==> src/rtl/mdf_pkg.sv <==
package mdf_pkg;

  localparam logic [31:0] CRC_POLY = 32'h04C1_1DB7;
  localparam logic [31:0] CRC_SEED = 32'hFFFF_FFFF;

  typedef struct packed {
    logic prom;
    logic mc_all;
    logic mc_hash;
  } filt_mode_t;

  // Advance a left-shifting CRC-32 over one byte, least significant bit first.
  function automatic logic [31:0] crc_step_byte(input logic [31:0] c_in,
                                                input logic [7:0]  d);
    logic [31:0] c;
    logic        fb;
    c = c_in;
    for (int i = 0; i < 8; i++) begin
      fb = c[31] ^ d[i];
      c  = {c[30:0], 1'b0};
      if (fb) c = c ^ CRC_POLY;
    end
    return c;
  endfunction

endpackage

==> src/rtl/mdf_crc_acc.sv <==
module mdf_crc_acc
  import mdf_pkg::*;
#(
  parameter int IDX_W = 6
) (
  input  logic             clk,
  input  logic             rst_n,
  input  logic             beat,
  input  logic             first,
  input  logic [7:0]       data,
  output logic [IDX_W-1:0] index_nxt
);

  logic [31:0] crc_q;
  logic [31:0] crc_base;
  logic [31:0] crc_nxt;
  logic [31:0] crc_d;

  // A first beat restarts from the seed regardless of leftover state.
  always_comb begin
    crc_base  = first ? CRC_SEED : crc_q;
    crc_nxt   = crc_step_byte(crc_base, data);
    crc_d     = beat ? crc_nxt : crc_q;
    index_nxt = crc_nxt[31 -: IDX_W];
  end

  always_ff @(posedge clk or negedge rst_n) begin
    if (!rst_n) crc_q <= CRC_SEED;
    else        crc_q <= crc_d;
  end

  // idle cycles leave the running CRC untouched
  p_crc_idle_r10: assert property (@(posedge clk) disable iff (!rst_n)
    !beat |=> $stable(crc_q));

endmodule

==> src/rtl/mdf_addr_track.sv <==
module mdf_addr_track #(
  parameter int ADDR_BYTES = 6
) (
  input  logic                    clk,
  input  logic                    rst_n,
  input  logic                    beat,
  input  logic                    first,
  input  logic [7:0]              data,
  input  logic [8*ADDR_BYTES-1:0] station,
  output logic                    match_nxt,
  output logic                    mcast_nxt,
  output logic                    bcast_nxt
);

  localparam int POS_W = $clog2(ADDR_BYTES + 1);
  localparam int BI_W  = (ADDR_BYTES > 1) ? $clog2(ADDR_BYTES) : 1;
  localparam logic [POS_W-1:0] LAST_POS = POS_W'(ADDR_BYTES);

  logic [7:0]       sta_b [ADDR_BYTES];
  logic [POS_W-1:0] pos_q, pos_d, cur_pos;
  logic             match_q, mcast_q, bcast_q;
  logic             match_d, mcast_d, bcast_d;
  logic             in_rng, byte_eq;
  logic [7:0]       ref_byte;

  for (genvar k = 0; k < ADDR_BYTES; k++) begin : g_sta
    assign sta_b[k] = station[8*k +: 8];
  end

  always_comb begin
    cur_pos  = first ? '0 : pos_q;
    in_rng   = cur_pos < LAST_POS;
    ref_byte = in_rng ? sta_b[cur_pos[BI_W-1:0]] : 8'h00;
    byte_eq  = in_rng && (data == ref_byte);

    match_nxt = first ? byte_eq        : (match_q && byte_eq);
    mcast_nxt = first ? data[0]        : mcast_q;
    bcast_nxt = first ? (&data)        : (bcast_q && (&data));

    pos_d   = pos_q;
    match_d = match_q;
    mcast_d = mcast_q;
    bcast_d = bcast_q;
    if (beat) begin
      pos_d   = (cur_pos == LAST_POS) ? LAST_POS : cur_pos + 1'b1;
      match_d = match_nxt;
      mcast_d = mcast_nxt;
      bcast_d = bcast_nxt;
    end
  end

  always_ff @(posedge clk or negedge rst_n) begin
    if (!rst_n) begin
      pos_q   <= '0;
      match_q <= 1'b0;
      mcast_q <= 1'b0;
      bcast_q <= 1'b0;
    end else begin
      pos_q   <= pos_d;
      match_q <= match_d;
      mcast_q <= mcast_d;
      bcast_q <= bcast_d;
    end
  end

  // byte position only moves on valid beats
  p_pos_idle_r10: assert property (@(posedge clk) disable iff (!rst_n)
    !beat |=> $stable(pos_q) && $stable(match_q));

  // a first beat always restarts the position at one
  p_pos_restart_r5: assert property (@(posedge clk) disable iff (!rst_n)
    (beat && first) |=> (pos_q == POS_W'(1)));

endmodule

==> src/rtl/mdf_decide.sv <==
module mdf_decide
  import mdf_pkg::*;
#(
  parameter int IDX_W  = 6,
  parameter int WORD_W = 32
) (
  input  logic              clk,
  input  logic              rst_n,
  input  logic              beat,
  input  logic              first,
  input  logic              last,
  input  filt_mode_t        mode,
  input  logic              match,
  input  logic              mcast,
  input  logic              bcast,
  input  logic [IDX_W-1:0]  index,
  input  logic [WORD_W-1:0] word_hi,
  input  logic [WORD_W-1:0] word_lo,
  output logic              vld,
  output logic              accept
);

  logic [WORD_W-1:0] word_sel;
  logic              hash_hit, verdict;
  logic              vld_q, vld_d, acc_q, acc_d;

  always_comb begin
    word_sel = index[IDX_W-1] ? word_hi : word_lo;
    hash_hit = word_sel[index[IDX_W-2:0]];
    if (bcast || mode.prom) verdict = 1'b1;
    else if (mcast)         verdict = mode.mc_all || (mode.mc_hash && hash_hit);
    else                    verdict = match;

    vld_d = vld_q;
    acc_d = acc_q;
    if (beat && last) begin
      vld_d = 1'b1;
      acc_d = verdict;
    end else if (beat && first) begin
      vld_d = 1'b0;
      acc_d = 1'b0;
    end
  end

  always_ff @(posedge clk or negedge rst_n) begin
    if (!rst_n) begin
      vld_q <= 1'b0;
      acc_q <= 1'b0;
    end else begin
      vld_q <= vld_d;
      acc_q <= acc_d;
    end
  end

  assign vld    = vld_q;
  assign accept = acc_q;

  p_last_gives_vld_r2: assert property (@(posedge clk) disable iff (!rst_n)
    (beat && last) |=> vld);

  p_first_clears_r2: assert property (@(posedge clk) disable iff (!rst_n)
    (beat && first && !last) |=> !vld && !accept);

  p_verdict_hold_r2: assert property (@(posedge clk) disable iff (!rst_n)
    (vld && !(beat && (first || last))) |=> vld && $stable(accept));

  p_prom_accept_r3: assert property (@(posedge clk) disable iff (!rst_n)
    (beat && last && mode.prom) |=> accept);

  p_bcast_accept_r4: assert property (@(posedge clk) disable iff (!rst_n)
    (beat && last && bcast) |=> accept);

  p_mc_all_r6: assert property (@(posedge clk) disable iff (!rst_n)
    (beat && last && mcast && mode.mc_all) |=> accept);

  p_mc_reject_r9: assert property (@(posedge clk) disable iff (!rst_n)
    (beat && last && mcast && !bcast && !mode.prom && !mode.mc_all && !mode.mc_hash)
    |=> !accept);

endmodule

==> src/rtl/mac_da_filter.sv <==
module mac_da_filter
  import mdf_pkg::*;
#(
  parameter int ADDR_BYTES = 6,
  parameter int IDX_W      = 6
) (
  input  logic                    clk,
  input  logic                    rst_n,
  input  logic                    da_vld,
  input  logic                    da_first,
  input  logic                    da_last,
  input  logic [7:0]              da_byte,
  input  logic [8*ADDR_BYTES-1:0] station_addr,
  input  logic [31:0]             hash_hi,
  input  logic [31:0]             hash_lo,
  input  logic                    mode_prom,
  input  logic                    mode_mc_all,
  input  logic                    mode_mc_hash,
  output logic                    verdict_vld,
  output logic                    verdict_accept
);

  localparam int WORD_W = 2 ** (IDX_W - 1);

  filt_mode_t       mode;
  logic             match_nxt, mcast_nxt, bcast_nxt;
  logic [IDX_W-1:0] index_nxt;

  assign mode = '{prom: mode_prom, mc_all: mode_mc_all, mc_hash: mode_mc_hash};

  mdf_crc_acc #(.IDX_W(IDX_W)) u_crc (
    .clk       (clk),
    .rst_n     (rst_n),
    .beat      (da_vld),
    .first     (da_first),
    .data      (da_byte),
    .index_nxt (index_nxt)
  );

  mdf_addr_track #(.ADDR_BYTES(ADDR_BYTES)) u_track (
    .clk       (clk),
    .rst_n     (rst_n),
    .beat      (da_vld),
    .first     (da_first),
    .data      (da_byte),
    .station   (station_addr),
    .match_nxt (match_nxt),
    .mcast_nxt (mcast_nxt),
    .bcast_nxt (bcast_nxt)
  );

  mdf_decide #(.IDX_W(IDX_W), .WORD_W(WORD_W)) u_decide (
    .clk     (clk),
    .rst_n   (rst_n),
    .beat    (da_vld),
    .first   (da_first),
    .last    (da_last),
    .mode    (mode),
    .match   (match_nxt),
    .mcast   (mcast_nxt),
    .bcast   (bcast_nxt),
    .index   (index_nxt),
    .word_hi (hash_hi[WORD_W-1:0]),
    .word_lo (hash_lo[WORD_W-1:0]),
    .vld     (verdict_vld),
    .accept  (verdict_accept)
  );

endmodule

==> config.mk <==
export PLATFORM = sky130hd
export DESIGN_NAME = mac_da_filter
export DESIGN_NICKNAME = d
export VERILOG_FILES = /design/src/rtl/mdf_pkg.sv /design/src/rtl/mdf_crc_acc.sv /design/src/rtl/mdf_addr_track.sv /design/src/rtl/mdf_decide.sv /design/src/rtl/mac_da_filter.sv
export SDC_FILE = /design/constraint.sdc
export NUM_CORES = 1
export LEC_CHECK = 0
export BUFFER_PORTS_ARGS = -buffer_cell sky130_fd_sc_hd__buf_2
export CORE_UTILIZATION = 35
export CTS_CLUSTER_DIAMETER = 120
export DETAILED_ROUTE_END_ITERATION = 8
export PLACE_DENSITY = 0.69
export SLEW_MARGIN = 20
export SYNTH_ARGS = -nofsm -noshare
export SYNTH_HDL_FRONTEND = slang
export SYNTH_SLANG_ARGS = --single-unit
export TNS_END_PERCENT = 5
==> constraint.sdc <==
create_clock -name clk -period 3.3 [get_ports clk]
set_input_delay 0.495 -clock clk [delete_from_list [all_inputs] [get_ports clk]]
set_output_delay 0.495 -clock clk [all_outputs]
set_load 0.02 [all_outputs]
==> impl_metrics.sql <==
INSERT INTO impl_metrics (metric_group, metric, value, unit) VALUES
('outcome', 'outcome', 'finished clean', ''),
('clock_tree', 'tritoncts.num_buffers', '5', ''),
('setup_path', 'timing.critical_path.max_delay_family', 'flip-flops', ''),
('layout', 'post_route_cells_drive_above_1_share', '41.7', '%'),
('pwr', 'internal_power', '0.00277', 'W'),
('routing', 'drt-wirelength-per-cell', '14.1', 'um'),
('clock_tree', 'cts.repair.resized', '0', ''),
('sta', 'finalHoldWorstSlack', '0.356', 'ns'),
('synthesis', 'asyncSetResetFlopFracSynth', '100', '%'),
('global_route', 'track_usage', '17.0', '%'),
('setup_path', 'crit_path_max_incr_delay', '0.68', 'ns'),
('clock_tree', 'tritoncts_num_sinks', '40', ''),
('synthesis', 'synthCells', '427', ''),
('clock_tree', 'postCtsSetupRepairBufs', '0', ''),
('sta', 'tightestPinTransition', '0.929', 'ns'),
('placement', 'gp_congestion', '0.827', ''),
('layout', 'most_frequent_standard_cell_in_the_layout_excluding_fill_and_tap_cells', 'buf_2', ''),
('die', 'core-area', '10800', 'sq um'),
('pwr', 'switching_share', '41.6', '%'),
('sta', 'timing_hold_violations_final', '0', ''),
('setup_path', 'reg2reg_setup_slack', '0.30', 'ns'),
('global_route', 'gr-total-overflow', '0', ''),
('pwr', 'power_frac_comb', '70.1', '%'),
('global_route', 'grt_first_pass_wirelength', '15700', 'um'),
('synthesis', 'yosysSeqAreaShare', '26.6', '%'),
('layout', 'layout.nets', '680', ''),
('sta', 'final.min_clock_period', '3.00', 'ns'),
('clock_tree', 'cts.reportedPaths.clkPinSlew', '0.08', 'ns'),
('worst_hold_path', 'min-delay-path-class', 'in2async', ''),
('global_route', 'grt_max_degree', '58', ''),
('synthesis', 'syn_area', '3910', 'sq um'),
('pwr', 'clock_power_share', '7.2', '%'),
('layout', 'ff_latch_area', '1040', 'sq um'),
('setup_path', 'critical_path_buf_inv_count', '1', ''),
('setup_path', 'crit_path_top_delay_cell', 'dfstp_2', ''),
('die', 'die_h', '108', 'um'),
('setup_path', 'setup.worst_path.end_class', 'register', ''),
('routing', 'first_iter_violations', '175', ''),
('routing', 'post_detailed_route_count_of_antenna_violating_nets', '0', ''),
('clock_tree', 'clock_latency', '0.29', 'ns'),
('synthesis', 'yosysWarningCount', '0', ''),
('sta', 'grt_setup_unrepaired', 'false', ''),
('routing', 'routed-via-count', '3422', ''),
('clock_tree', 'clockRootBuffer', 'clkbuf_8', ''),
('routing', 'finalWirelength', '9750', 'um'),
('synthesis', 'synth-seq-cells', '40', ''),
('synthesis', 'synth_edf_count', '0', ''),
('setup_path', 'timing.critical_path.cells', 'xnor2_1 -> mux2_2 -> xnor2_2 -> xnor2_2 -> buf_4 -> mux2i_1 -> a32oi_1 -> a41oi_1 -> a21boi_1 -> a221oi_2', ''),
('sta', 'setup_viol_count_final', '0', ''),
('sta', 'tns', '0', 'ns'),
('synthesis', 'netlist-cell-type-count', '43', ''),
('sta', 'max_freq', '0.333', 'GHz'),
('pwr', 'peakVddDrop', '0.560', 'mV'),
('setup_path', 'worstReg2RegStart', 'u_crc.crc_q[28]', ''),
('clock_tree', 'post_cts_hold_buffer_count', '0', ''),
('setup_path', 'type_of_element_launching_the_critical_path', 'register', ''),
('routing', 'detail_route.vias_per_cell', '4.95', ''),
('layout', 'multi_input_comb_area', '2710', 'sq um'),
('synthesis', 'postSynthNetCount', '557', ''),
('die', 'top_level_ports', '130', ''),
('die', 'initial_core_utilization', '36.1', '%'),
('setup_path', 'worstSetupPathType', 'reg2reg', ''),
('clock_tree', 'clock_tree_from_tritoncts', 'done', ''),
('global_route', 'number_of_global_route_vias_before_repair', '3453', ''),
('pwr', 'power_density', '985', 'nW/um^2'),
('clock_tree', 'clockBufferDepth', '2', ''),
('placement', 'port_buffers', '129', ''),
('synthesis', 'ys.flop_type', 'dfstp_2', ''),
('die', 'row_count', '38', ''),
('setup_path', 'crit_arrival', '3.18', 'ns'),
('routing', 'drt_pass1_iterations', '4', '');
==> cell usage after synthesis, drive strengths merged, types with 4 or more instances <==
master / count / area share (%)
xor2: 18 / 4.0
nand3: 6 / 0.77
nor2b: 7 / 1.1
a21oi: 26 / 3.3
inv: 4 / 0.38
nand2: 23 / 2.2
mux2i: 52 / 13
xnor2: 79 / 20
nor3: 5 / 0.64
o21ai: 10 / 1.3
o22ai: 6 / 0.96
dfrtp: 8 / 5.1
nor2: 61 / 5.9
mux2: 31 / 8.9
clkbuf: 12 / 1.2
dfstp: 32 / 21
buf: 18 / 2.9
==> kinds of logic (layout without fill, tap and decap cells) <==
group,after synthesis,count (layout),synth area share (%)
and+or+nand+nor,116,116,13.1
xor gates and xnor gates,97,97,23.7
muxes,85,85,23.4
AOI/OAI and AO/OA,53,53,8.06
DFF,40,40,26.6
buffers and inverters,34,158,4.45
adders and majority gates,2,2,0.640
==> state kept, by name, indices dropped and copies added (netlist names) <==
name	count
u_decide.accept	1
u_track.match_q	1
u_track.bcast_q	1
u_track.mcast_q	1
u_track.pos_q	3
u_crc.crc_q	32
u_decide.vld	1
==> metrics by stage <==
stage          worst slack, ns  util [%]  total power [W]  std cells  instance area [sq um]
3_5_place_dp             0.234      43.6          0.00440        683                   4720
5_1_grt                  0.146      44.4          0.00509        691                   4820
2_1_floorplan            0.486         -          0.00370        427                   3910
6_report                 0.298      44.4          0.00474        691                   4820
4_1_cts                  0.300      44.4          0.00478        691                   4820
3_3_place_gp             0.370      43.6          0.00430        683                   4720
==> worst max-delay path by stage <==
stage,startpoint,end,slack (ns),cells past startpoint
5_1_grt,u_crc.crc_q[28],u_decide.accept,0.15,10
3_5_place_dp,da_first,u_decide.accept,0.23,11
4_1_cts,u_crc.crc_q[28],u_decide.accept,0.30,10
6_report,u_crc.crc_q[28],u_decide.accept,0.30,10
2_1_floorplan,u_crc.crc_q[29],u_decide.accept,0.49,10
3_3_place_gp,da_first,u_decide.accept,0.37,11
==> per-layer routing <==
layer	GRT usage [%]	wire length [um]
met1	20.0	4280
met2	31.2	4790
met4	4.11	128
met5	0	0
met3	3.21	545
==> cell type report <==
class	count	share of cell area (%)
tap	140	3.64
multi-input combinational	353	56.2
sequential	40	21.6
timing repair buffer	146	16.3
clock buffer	7	1.79
clock inverter	1	0.156
inverter	4	0.312
==> power groups by stage <==
| stage | logic (W) | clock network (W) | registers [W] |
|---|---|---|---|
| global placement | 0.00322 | 0 | 0.00107 |
| global route | 0.00360 | 0.000377 | 0.00111 |
| finish | 0.00332 | 0.000343 | 0.00108 |
| CTS | 0.00334 | 0.000355 | 0.00108 |
| detailed placement | 0.00332 | 0 | 0.00109 |
| floorplan | 0.00272 | 0 | 0.000977 |
Note: power is estimated with default switching activity, not from simulation.
